[src/rtl/casc_pkg.sv]
package casc_pkg;

    typedef enum logic [1:0] {
        ADDR_CNT_LO = 2'd0,
        ADDR_CNT_HI = 2'd1,
        ADDR_CAP_LO = 2'd2,
        ADDR_CAP_HI = 2'd3
    } reg_addr_e;

    localparam int IDX_PH_A   = 0;
    localparam int IDX_PH_B   = 1;
    localparam int IDX_CAP_LO = 2;
    localparam int IDX_CAP_HI = 3;
    localparam int N_ASYNC    = 4;

endpackage

[src/rtl/casc_sync_edge.sv]
module casc_sync_edge #(
    parameter int N      = 4,
    parameter int STAGES = 2
) (
    input  logic         clk,
    input  logic         rst_n,
    input  logic [N-1:0] async_i,
    output logic [N-1:0] lvl_o,
    output logic [N-1:0] prev_o
);
    localparam int DEPTH = STAGES + 1;

    logic [DEPTH-1:0][N-1:0] pipe_d, pipe_q;

    always_comb begin
        pipe_d = {pipe_q[DEPTH-2:0], async_i};
    end

    always_ff @(posedge clk or negedge rst_n) begin
        if (!rst_n) pipe_q <= '0;
        else        pipe_q <= pipe_d;
    end

    assign lvl_o  = pipe_q[STAGES-1];
    assign prev_o = pipe_q[STAGES];

endmodule

[src/rtl/casc_quad_decode.sv]
module casc_quad_decode (
    input  logic a_now,
    input  logic a_old,
    input  logic b_now,
    input  logic b_old,
    output logic up_o,
    output logic dn_o
);
    logic a_chg, b_chg;

    always_comb begin
        a_chg = a_now ^ a_old;
        b_chg = b_now ^ b_old;
        up_o  = 1'b0;
        dn_o  = 1'b0;
        if (a_chg && !b_chg) begin
            up_o = a_now ^ b_now;
            dn_o = ~(a_now ^ b_now);
        end else if (b_chg && !a_chg) begin
            up_o = ~(a_now ^ b_now);
            dn_o = a_now ^ b_now;
        end
    end

endmodule

[src/rtl/casc_capture_counter.sv]
module casc_capture_counter
    import casc_pkg::*;
#(
    parameter int HALF_W      = 16,
    parameter int SYNC_STAGES = 2
) (
    input  logic              clk,
    input  logic              rst_n,
    input  logic              int_tick,
    input  logic              phase_mode,
    input  logic              ph_a,
    input  logic              ph_b,
    input  logic              cap_lo_pin,
    input  logic              cap_hi_pin,
    input  logic              reg_wr,
    input  logic [1:0]        reg_addr,
    input  logic [HALF_W-1:0] reg_wdata,
    output logic [HALF_W-1:0] reg_rdata,
    output logic [HALF_W-1:0] cap_lo,
    output logic [HALF_W-1:0] cap_hi
);
    localparam logic [HALF_W-1:0] ALL_ONES = {HALF_W{1'b1}};
    localparam logic [HALF_W-1:0] ONE      = HALF_W'(1);

    typedef struct packed {
        logic [HALF_W-1:0] lo;
        logic [HALF_W-1:0] hi;
        logic [HALF_W-1:0] cap_lo;
        logic [HALF_W-1:0] cap_hi;
    } cnt_state_t;

    cnt_state_t st_d, st_q;

    logic [N_ASYNC-1:0] async_in, sync_lvl, sync_prev;
    logic               quad_up, quad_dn;
    logic               step_up, step_dn;
    logic               wr_lo, wr_hi, carry, borrow;
    logic [1:0]         cap_rise;
    logic [HALF_W-1:0]  lo_now, hi_now;

    assign async_in = {cap_hi_pin, cap_lo_pin, ph_b, ph_a};

    casc_sync_edge #(
        .N      (N_ASYNC),
        .STAGES (SYNC_STAGES)
    ) i_sync (
        .clk     (clk),
        .rst_n   (rst_n),
        .async_i (async_in),
        .lvl_o   (sync_lvl),
        .prev_o  (sync_prev)
    );

    casc_quad_decode i_quad (
        .a_now (sync_lvl[IDX_PH_A]),
        .a_old (sync_prev[IDX_PH_A]),
        .b_now (sync_lvl[IDX_PH_B]),
        .b_old (sync_prev[IDX_PH_B]),
        .up_o  (quad_up),
        .dn_o  (quad_dn)
    );

    always_comb begin
        cap_rise[0] = sync_lvl[IDX_CAP_LO] & ~sync_prev[IDX_CAP_LO];
        cap_rise[1] = sync_lvl[IDX_CAP_HI] & ~sync_prev[IDX_CAP_HI];
    end

    always_comb begin
        st_d    = st_q;
        step_up = phase_mode ? quad_up : int_tick;
        step_dn = phase_mode & quad_dn;
        wr_lo   = reg_wr && (reg_addr == ADDR_CNT_LO);
        wr_hi   = reg_wr && (reg_addr == ADDR_CNT_HI);
        carry   = step_up && (st_q.lo == ALL_ONES) && !wr_lo;
        borrow  = step_dn && (st_q.lo == '0) && !wr_lo;

        if (wr_lo)        st_d.lo = reg_wdata;
        else if (step_up) st_d.lo = st_q.lo + ONE;
        else if (step_dn) st_d.lo = st_q.lo - ONE;

        if (wr_hi)        st_d.hi = reg_wdata;
        else if (carry)   st_d.hi = st_q.hi + ONE;
        else if (borrow)  st_d.hi = st_q.hi - ONE;

        if (cap_rise[0])  st_d.cap_lo = st_q.lo;
        if (cap_rise[1])  st_d.cap_hi = st_q.hi;
    end

    always_ff @(posedge clk or negedge rst_n) begin
        if (!rst_n) st_q <= '0;
        else        st_q <= st_d;
    end

    always_comb begin
        unique case (reg_addr)
            ADDR_CNT_LO: reg_rdata = st_q.lo;
            ADDR_CNT_HI: reg_rdata = st_q.hi;
            ADDR_CAP_LO: reg_rdata = st_q.cap_lo;
            default:     reg_rdata = st_q.cap_hi;
        endcase
    end

    assign lo_now = st_q.lo;
    assign hi_now = st_q.hi;
    assign cap_lo = st_q.cap_lo;
    assign cap_hi = st_q.cap_hi;

endmodule

[config.mk]
export PLATFORM = sky130hd
export DESIGN_NAME = casc_capture_counter
export DESIGN_NICKNAME = d
export VERILOG_FILES = /design/src/rtl/casc_pkg.sv /design/src/rtl/casc_sync_edge.sv /design/src/rtl/casc_quad_decode.sv /design/src/rtl/casc_capture_counter.sv
export SDC_FILE = /design/constraint.sdc
export NUM_CORES = 1
export LEC_CHECK = 0
export CORE_MARGIN = 5
export CORE_UTILIZATION = 41
export DETAILED_ROUTE_END_ITERATION = 16
export DONT_BUFFER_PORTS = 1
export GPL_TIMING_DRIVEN = 0
export HOLD_SLACK_MARGIN = 0.03
export PLACE_DENSITY = 0.57
export SLEW_MARGIN = 0
export SYNTH_ARGS = -nofsm -noshare
export SYNTH_HDL_FRONTEND = slang
export SYNTH_HIERARCHICAL = 1
export SYNTH_SLANG_ARGS = --single-unit
export TNS_END_PERCENT = 1
[constraint.sdc]
create_clock -name clk -period 4.9 [get_ports clk]
set_input_delay 0.245 -clock clk [delete_from_list [all_inputs] [get_ports clk]]
set_output_delay 0.245 -clock clk [all_outputs]
set_load 0.03 [all_outputs]
==> results of run 1 <==
==> cells in the final DEF (no fill, tap or decap), drive strengths merged, types with 9 or more instances in the layout <==
cell type	count
a21o	11
o21ai	26
dlygate4sd3	12
mux4	16
xnor2	13
mux2	31
nand4	9
a21oi	43
dfrtp	76
inv	9
ha	30
xor2	9
a31oi	9
clkbuf	20
nor2	44
nand3	9
buf	16
nand2	38
==> power by group <==
group | leakage, nW | switching [mW] | internal (mW)
Clock | 0.137 | 0.269 | 0.407
Sequential | 0.879 | 0.488 | 0.819
Combinational | 1.24 | 0.679 | 0.573
Total | 2.25 | 1.44 | 1.80
==> Yosys cell counts, types with 3 or more instances <==
cell and count:
and3_1 4, a211oi_1 4, a21oi_1 43, buf_4 4, dfrtp_1 76, xnor2_1 13
mux2i_1 7, clkbuf_1 10, mux4_2 16, ha_1 30, a21boi_0 3, mux2_2 31
nand4_1 9, a31oi_1 9, buf_2 7, a21o_1 11, o21a_1 6, nor3_1 8
o21ai_0 26, or3_1 6, nand2_1 38, and2_1 3, nor2_1 44, buf_1 3
inv_1 8, nand3_1 9, nor4_1 4, xor2_1 9
==> cells by family (layout without fill, tap and decap cells) <==
| logic type | after synthesis | after routing | synth area share, % |
|---|---|---|---|
| DFF | 76 | 76 | 39.23 |
| muxes | 54 | 54 | 16.08 |
| buffers and inverters | 32 | 61 | 2.968 |
| adders and majority gates | 32 | 32 | 8.568 |
| xor gates and xnor gates | 22 | 22 | 3.974 |
| and+or+nand+nor | 139 | 139 | 13.65 |
| AOI/OAI and AO/OA | 121 | 121 | 15.54 |
==> metrics by stage <==
| stage | hold slack [ns] | setup TNS (ns) | instance area [µm²] |
|---|---|---|---|
| after floorplan | -0.05059 | 0 | 4848 |
| after global placement | -0.04901 | -0.1954 | 5027 |
| after detailed placement | -0.04935 | 0 | 5042 |
| after CTS | 0.03039 | 0 | 5480 |
| after global routing | 0.05518 | 0 | 5490 |
| final | 0.06087 | 0 | 5490 |
==> layout make-up <==
class / count / share of cell area [%]
multi-input cells: 368 / 51.12
well taps: 143 / 3.259
clock buffers: 10 / 4.353
repair buffers: 14 / 2.894
plain buffers: 24 / 2.074
inverters: 8 / 0.5469
clock inverters: 5 / 1.117
flip-flops and latches: 76 / 34.64
==> routing by layer <==
metal	GRT usage, %	up-vias	part of all wire (%)
li1	-	1819	-
met1	26.41	1853	44
met2	31.62	82	48
met3	5.110	18	6.0
met4	6.300	0	2.0
met5	0	-	0
==> worst reg2reg max path: cells and delay by family, from the launching register on <==
family / cells / cell delay (ns)
flip-flops: 1 / 0.38
multiplexers: 1 / 0.09
AO/OA/AOI/OAI: 4 / 1.21
XOR/XNOR: 1 / 0.20
buffers and inverters: 2 / 0.30
adder cells (fa/ha/maj): 1 / 0.65
AND/OR/NAND/NOR: 6 / 1.56
==> worst paths after layout <==
kind                                       startpoint                         to  cells past startpoint
setup / recovery            i_sync/lvl_o[0]$_DFF_PN0_     hi_now[14]$_DFFE_PN0P_                     15
hold reg to reg            i_sync/pipe_d[6]$_DFF_PN0_  i_sync/lvl_o[2]$_DFF_PN0_                      0
hold / removal                          reg_wdata[11]     lo_now[11]$_DFFE_PN0P_                      2
max in group asynchronous                       rst_n      cap_hi[9]$_DFFE_PN0P_                      2
min in group asynchronous                       rst_n      cap_lo[2]$_DFFE_PN0P_                      2
setup reg to reg            i_sync/lvl_o[0]$_DFF_PN0_     hi_now[14]$_DFFE_PN0P_                     15
==> sequential cells by signal, summed over array words and instances, names as in the netlist <==
signal,flops
cap_lo,16
lo_now,16
cap_hi,16
hi_now,16
i_sync/pipe_d,4
i_sync/prev_o,4
i_sync/lvl_o,4
==> results.toml, run 1 <==
[status]
outcome = "finished, final reports clean"

[floorplanning]
die_area_mm2 = 0.01410
start_util_pct = 42.10
core_region_area_mm2 = 0.01152
die_width_um = 118.7
die_y_um = 118.7
rows = 39
ioPinCount = 75

[cts]
cts_sinks = 76
cts_buffers = 9
cts_buffer_depth = 2
cts_tree = "yes"
cts_resized = 0
clk_latency_ns = 0.34
cts_hold_repair.buffers = 12
htreeDepth = 3
cts_root_buf = "clkbuf_16"
clk_pin_slew_ns = 0.06
postCtsSetupBuffers = 0

[timing]
fmax_mhz = 221.6
setup_viol = 0
worst_slew_pin_slew_ns = 0.9439
final.setup.worst_slack_ns = 0.3872
max_slew_margin_pct = 37.07
period_minus_slack_ns = 4.513
rsz0062_at_grt = "false"
clock-skew-final_ns = 0.005994
hold_viol = 0
maxSlewViolCount = 0
fin_crit_sh_pct = 92.10

[global_routing]
grt_pass1_vias = 3737
grt_pass1_wl_mm = 21.58
gr-total-overflow = 0
grt_max_degree = 77
grt_antenna_before_repair = 0
grt_usage_pct = 19.78

[drt]
via_per_inst = 5.821
drt_iter0_drc = 249
drc = 0
routed_wl_mm = 13.69
ant_nets = 0
wl_per_cell_um = 21.13
via_count = 3772
dr.pass1.iters = 5

[critical_path]
required_ns = 5.13
crit_type = "flip-flop to flip-flop"
startpoint_type = "flip-flop"
slowest_delay_ns = 0.67
crit_family = "simple AND/OR/NAND/NOR gates"
r2r_setup_slack_ns = 0.39
path_buf_inv = 2
crit_path_max_fanout = 19
crit_path_end_kind = "flip-flop"
cp.arrival_ns = 4.74
path_cells = "buf_4 -> xor2_1 -> and2_1 -> mux2i_2 -> buf_6 -> nor2_1 -> nand3_1 -> ha_1 -> nor2b_1 -> o31a_1 -> o211ai_1 -> nand3b_1 -> a41o_1 -> a2111o_1 -> and3_1"
crit_slowest_cell = "nand3_1"

[pwr]
power_density_mw_per_mm2 = 589.1
cellLeakagePower_nw = 2.251
total_power_mw = 3.235
vdd_drop_max_uv = 197.6

[hold_path]
hold_class = "primary input to flip-flop"

[finish]
multiInputGateArea_mm2 = 0.002806
antenna_cells = 0
syn_to_final_growth_pct = 13.24
nNetsFinal = 560
drive_gt1_share_pct = 15.64
final_cells = 648
n_fill_cell = 1068
regArea_mm2 = 0.001902
fin_util_pct = 47.67

[synthesis]
async_flop_share_pct = 100.0
synth_top_area_cell = "dfrtp_1"
avgSynthCellArea_um2 = 10.19
synthesis.nets = 535
synth_cell_type_count = 51
yosys_most_used_dff = "dfrtp_1"
syn_area_mm2 = 0.004848
yosysTopAreaCellShare_pct = 39.23
yosysSeqAreaShare_pct = 39.23
yosys_warnings = 6
yosys_register_bits = 76
synthTopCellsByArea = "dfrtp_1 39%, ha_1 7.7%, mux4_2 7.4%"
postSynthCellCount = 476
synth-edff-count = 0

[place]
place_hpwl_mm = 10.40
dp.cells = 620
gp_congestion = 0.8913
io_buffer_count = 0
dp_slack_ns = 0.4695

[run]
maxCapViolCount = 0
Power figures use the tool's default switching activity.
==> inputs of run 2 (changes only) <==
--- a/config.mk
+++ b/config.mk
@@ -6,12 +6,13 @@
 export NUM_CORES = 1
 export LEC_CHECK = 0
 export CORE_MARGIN = 5
-export CORE_UTILIZATION = 41
+export CORE_UTILIZATION = 50
 export DETAILED_ROUTE_END_ITERATION = 16
 export DONT_BUFFER_PORTS = 1
 export GPL_TIMING_DRIVEN = 0
 export HOLD_SLACK_MARGIN = 0.03
-export PLACE_DENSITY = 0.57
+export PLACE_DENSITY = 0.67
+export REMOVE_ABC_BUFFERS = 1
 export SLEW_MARGIN = 0
 export SYNTH_ARGS = -nofsm -noshare
 export SYNTH_HDL_FRONTEND = slang
==> results.toml, run 2 (same netlist as run 1, synthesis figures left out) <==
[critical_path]
crit_type = "flip-flop to flip-flop"
crit_family = "simple AND/OR/NAND/NOR gates"
startpoint_type = "flip-flop"
required_ns = 5.12
slowest_delay_ns = 0.65
crit_path_end_kind = "flip-flop"
cp.arrival_ns = 4.61
crit_path_max_fanout = 19
path_buf_inv = 0
path_cells = "xnor2_1 -> and2_1 -> mux2i_4 -> nor2_1 -> nand3_1 -> ha_1 -> a21oi_1 -> o21ai_0 -> or3_1 -> o21ai_0 -> mux2i_1 -> xor2_1 -> o21ai_0"
crit_slowest_cell = "ha_1"
crit_path_frequent_cell = "o21ai_0"

[timing]
hold_viol = 0
max_slew_margin_pct = 28.33
fmax_mhz = 227.5
maxSlewViolCount = 0
rsz0062_at_grt = "false"
worst_slew_pin_slew_ns = 1.075
fin_crit_sh_pct = 89.69
period_minus_slack_ns = 4.395
setup_viol = 0
hold-worst-slack_ns = 0.04265
clock-skew-final_ns = 0.009200
fin_setup_tns_ns = 0

[pwr]
power_density_mw_per_mm2 = 559.7
cellLeakagePower_nw = 2.152
p_int_mw = 1.576
p_sw_mw = 1.392
power_frac_seq_pct = 43.5
vdd_drop_max_uv = 181.2
switching_share_pct = 46.91
p_clk_share_pct = 14.9
p_comb_share_pct = 41.6

[floorplanning]
core_region_area_mm2 = 0.009594
die_area_mm2 = 0.01177
die_width_um = 108.5
rows = 36
start_util_pct = 50.53
die_y_um = 108.5
ioPinCount = 75

[finish]
n_fill_cell = 838
mostFrequentLayoutCell = "dfrtp_1"
nNetsFinal = 541
design_area_mm2 = 0.005303
syn_to_final_growth_pct = 9.368
fin_util_pct = 55.27
final_cells = 620
drive_gt1_share_pct = 14.17
antenna_cells = 0
final_cell_mix = "76 x dfrtp_1, 44 x nor2_1, 43 x a21oi_1"

[cts]
cts_buffers = 9
clk_latency_ns = 0.36
cts_sinks = 76
clk_pin_slew_ns = 0.09
cts_buffer_depth = 2
cts_root_buf = "clkbuf_8"
cts_tree = "yes"
htreeDepth = 3

[drt]
ant_nets = 0
drt_iter0_drc = 239
via_per_inst = 6.092
wl_per_cell_um = 20.28
drc = 0
routed_wl_mm = 12.57
dr.pass1.iters = 4
via_count = 3777

[global_routing]
grt_pass1_wl_mm = 20.69
grt_antenna_before_repair = 0
grt_pass1_vias = 3858
grt_max_degree = 77
grtUsageMet3_pct = 4.776
grt_busiest_layer = "met2"
grt_usage_pct = 23.08
gr-usage-met1_pct = 31.46
gr-total-overflow = 0
use_met2_pct = 35.88

[place]
gp_congestion = 0.8766
placed_area_mm2 = 0.004921
io_buffer_count = 0
dp.cells = 586
place_hpwl_mm = 8.921

[status]
outcome = "finished, final reports clean"

[run]
maxCapViolCount = 0

[hold_path]
hold_class = "primary input to flip-flop"
run 2: cell count changes in the layout (fill, tap and decap cells not counted), sizes merged:
cell and change:
dlygate4sd3 +5, inv +1, clkbuf -10, clkinvlp +1
buf -14, bufinv -1
run 2: through the flow:
step                      power (mW)  setup slack, ns
after global routing           3.163           0.1438
after CTS                      2.963           0.2677
final                          2.968           0.5050
after global placement         2.451          0.03113
after detailed placement       2.485           0.2852
after floorplan                2.212           0.8263
run 2: path summary, 6_finish.rpt:
check	startpoint	to	slack [ns]	cells after the start
worst max-delay path	i_sync/lvl_o[1]$_DFF_PN0_	hi_now[15]$_DFFE_PN0P_	0.51	13
worst min-delay path	reg_wdata[12]	lo_now[12]$_DFFE_PN0P_	0.04	2
worst max register to register	i_sync/lvl_o[1]$_DFF_PN0_	hi_now[15]$_DFFE_PN0P_	0.51	13
worst min register to register	i_sync/pipe_d[4]$_DFF_PN0_	i_sync/lvl_o[0]$_DFF_PN0_	0.36	0
max in group asynchronous	rst_n	cap_lo[10]$_DFFE_PN0P_	4.16	2
min in group asynchronous	rst_n	cap_hi[5]$_DFFE_PN0P_	0.42	2
run 2: final cells by class:
type | instances | area (µm²) | share of cell area (%)
Clock buffer | 10 | 127.6 | 2.407
Clock inverter | 6 | 47.55 | 0.8966
Inverter | 8 | 30.03 | 0.5663
Multi-Input combinational cell | 368 | 2820 | 53.19
Sequential cell | 76 | 1902 | 35.87
Tap cell | 133 | 166.4 | 3.138
Timing Repair Buffer | 19 | 209.0 | 3.941
run 2: power by group through the flow:
stage	clock [mW]	combinational, mW	sequential, mW
2_1_floorplan	0	1.02	1.19
3_3_place_gp	0	1.16	1.29
3_5_place_dp	0	1.18	1.30
4_1_cts	0.451	1.22	1.29
5_1_grt	0.480	1.36	1.32
6_report	0.442	1.23	1.29
run 2: repair_timing:
action | 4_1_cts | 5_1_grt
hold buffers | 18 | 0
endpoints found under the hold margin | 96 | 0
buffers inserted | 0 | 0
gates resized for setup | 0 | 1
endpoints found under the setup margin | 0 | 1
run 2: routing by layer:
metal,share of wire [%],wire length (µm)
met1,43,5465
met2,48,5972
met3,6.5,820
met4,2.5,314
met5,0,0
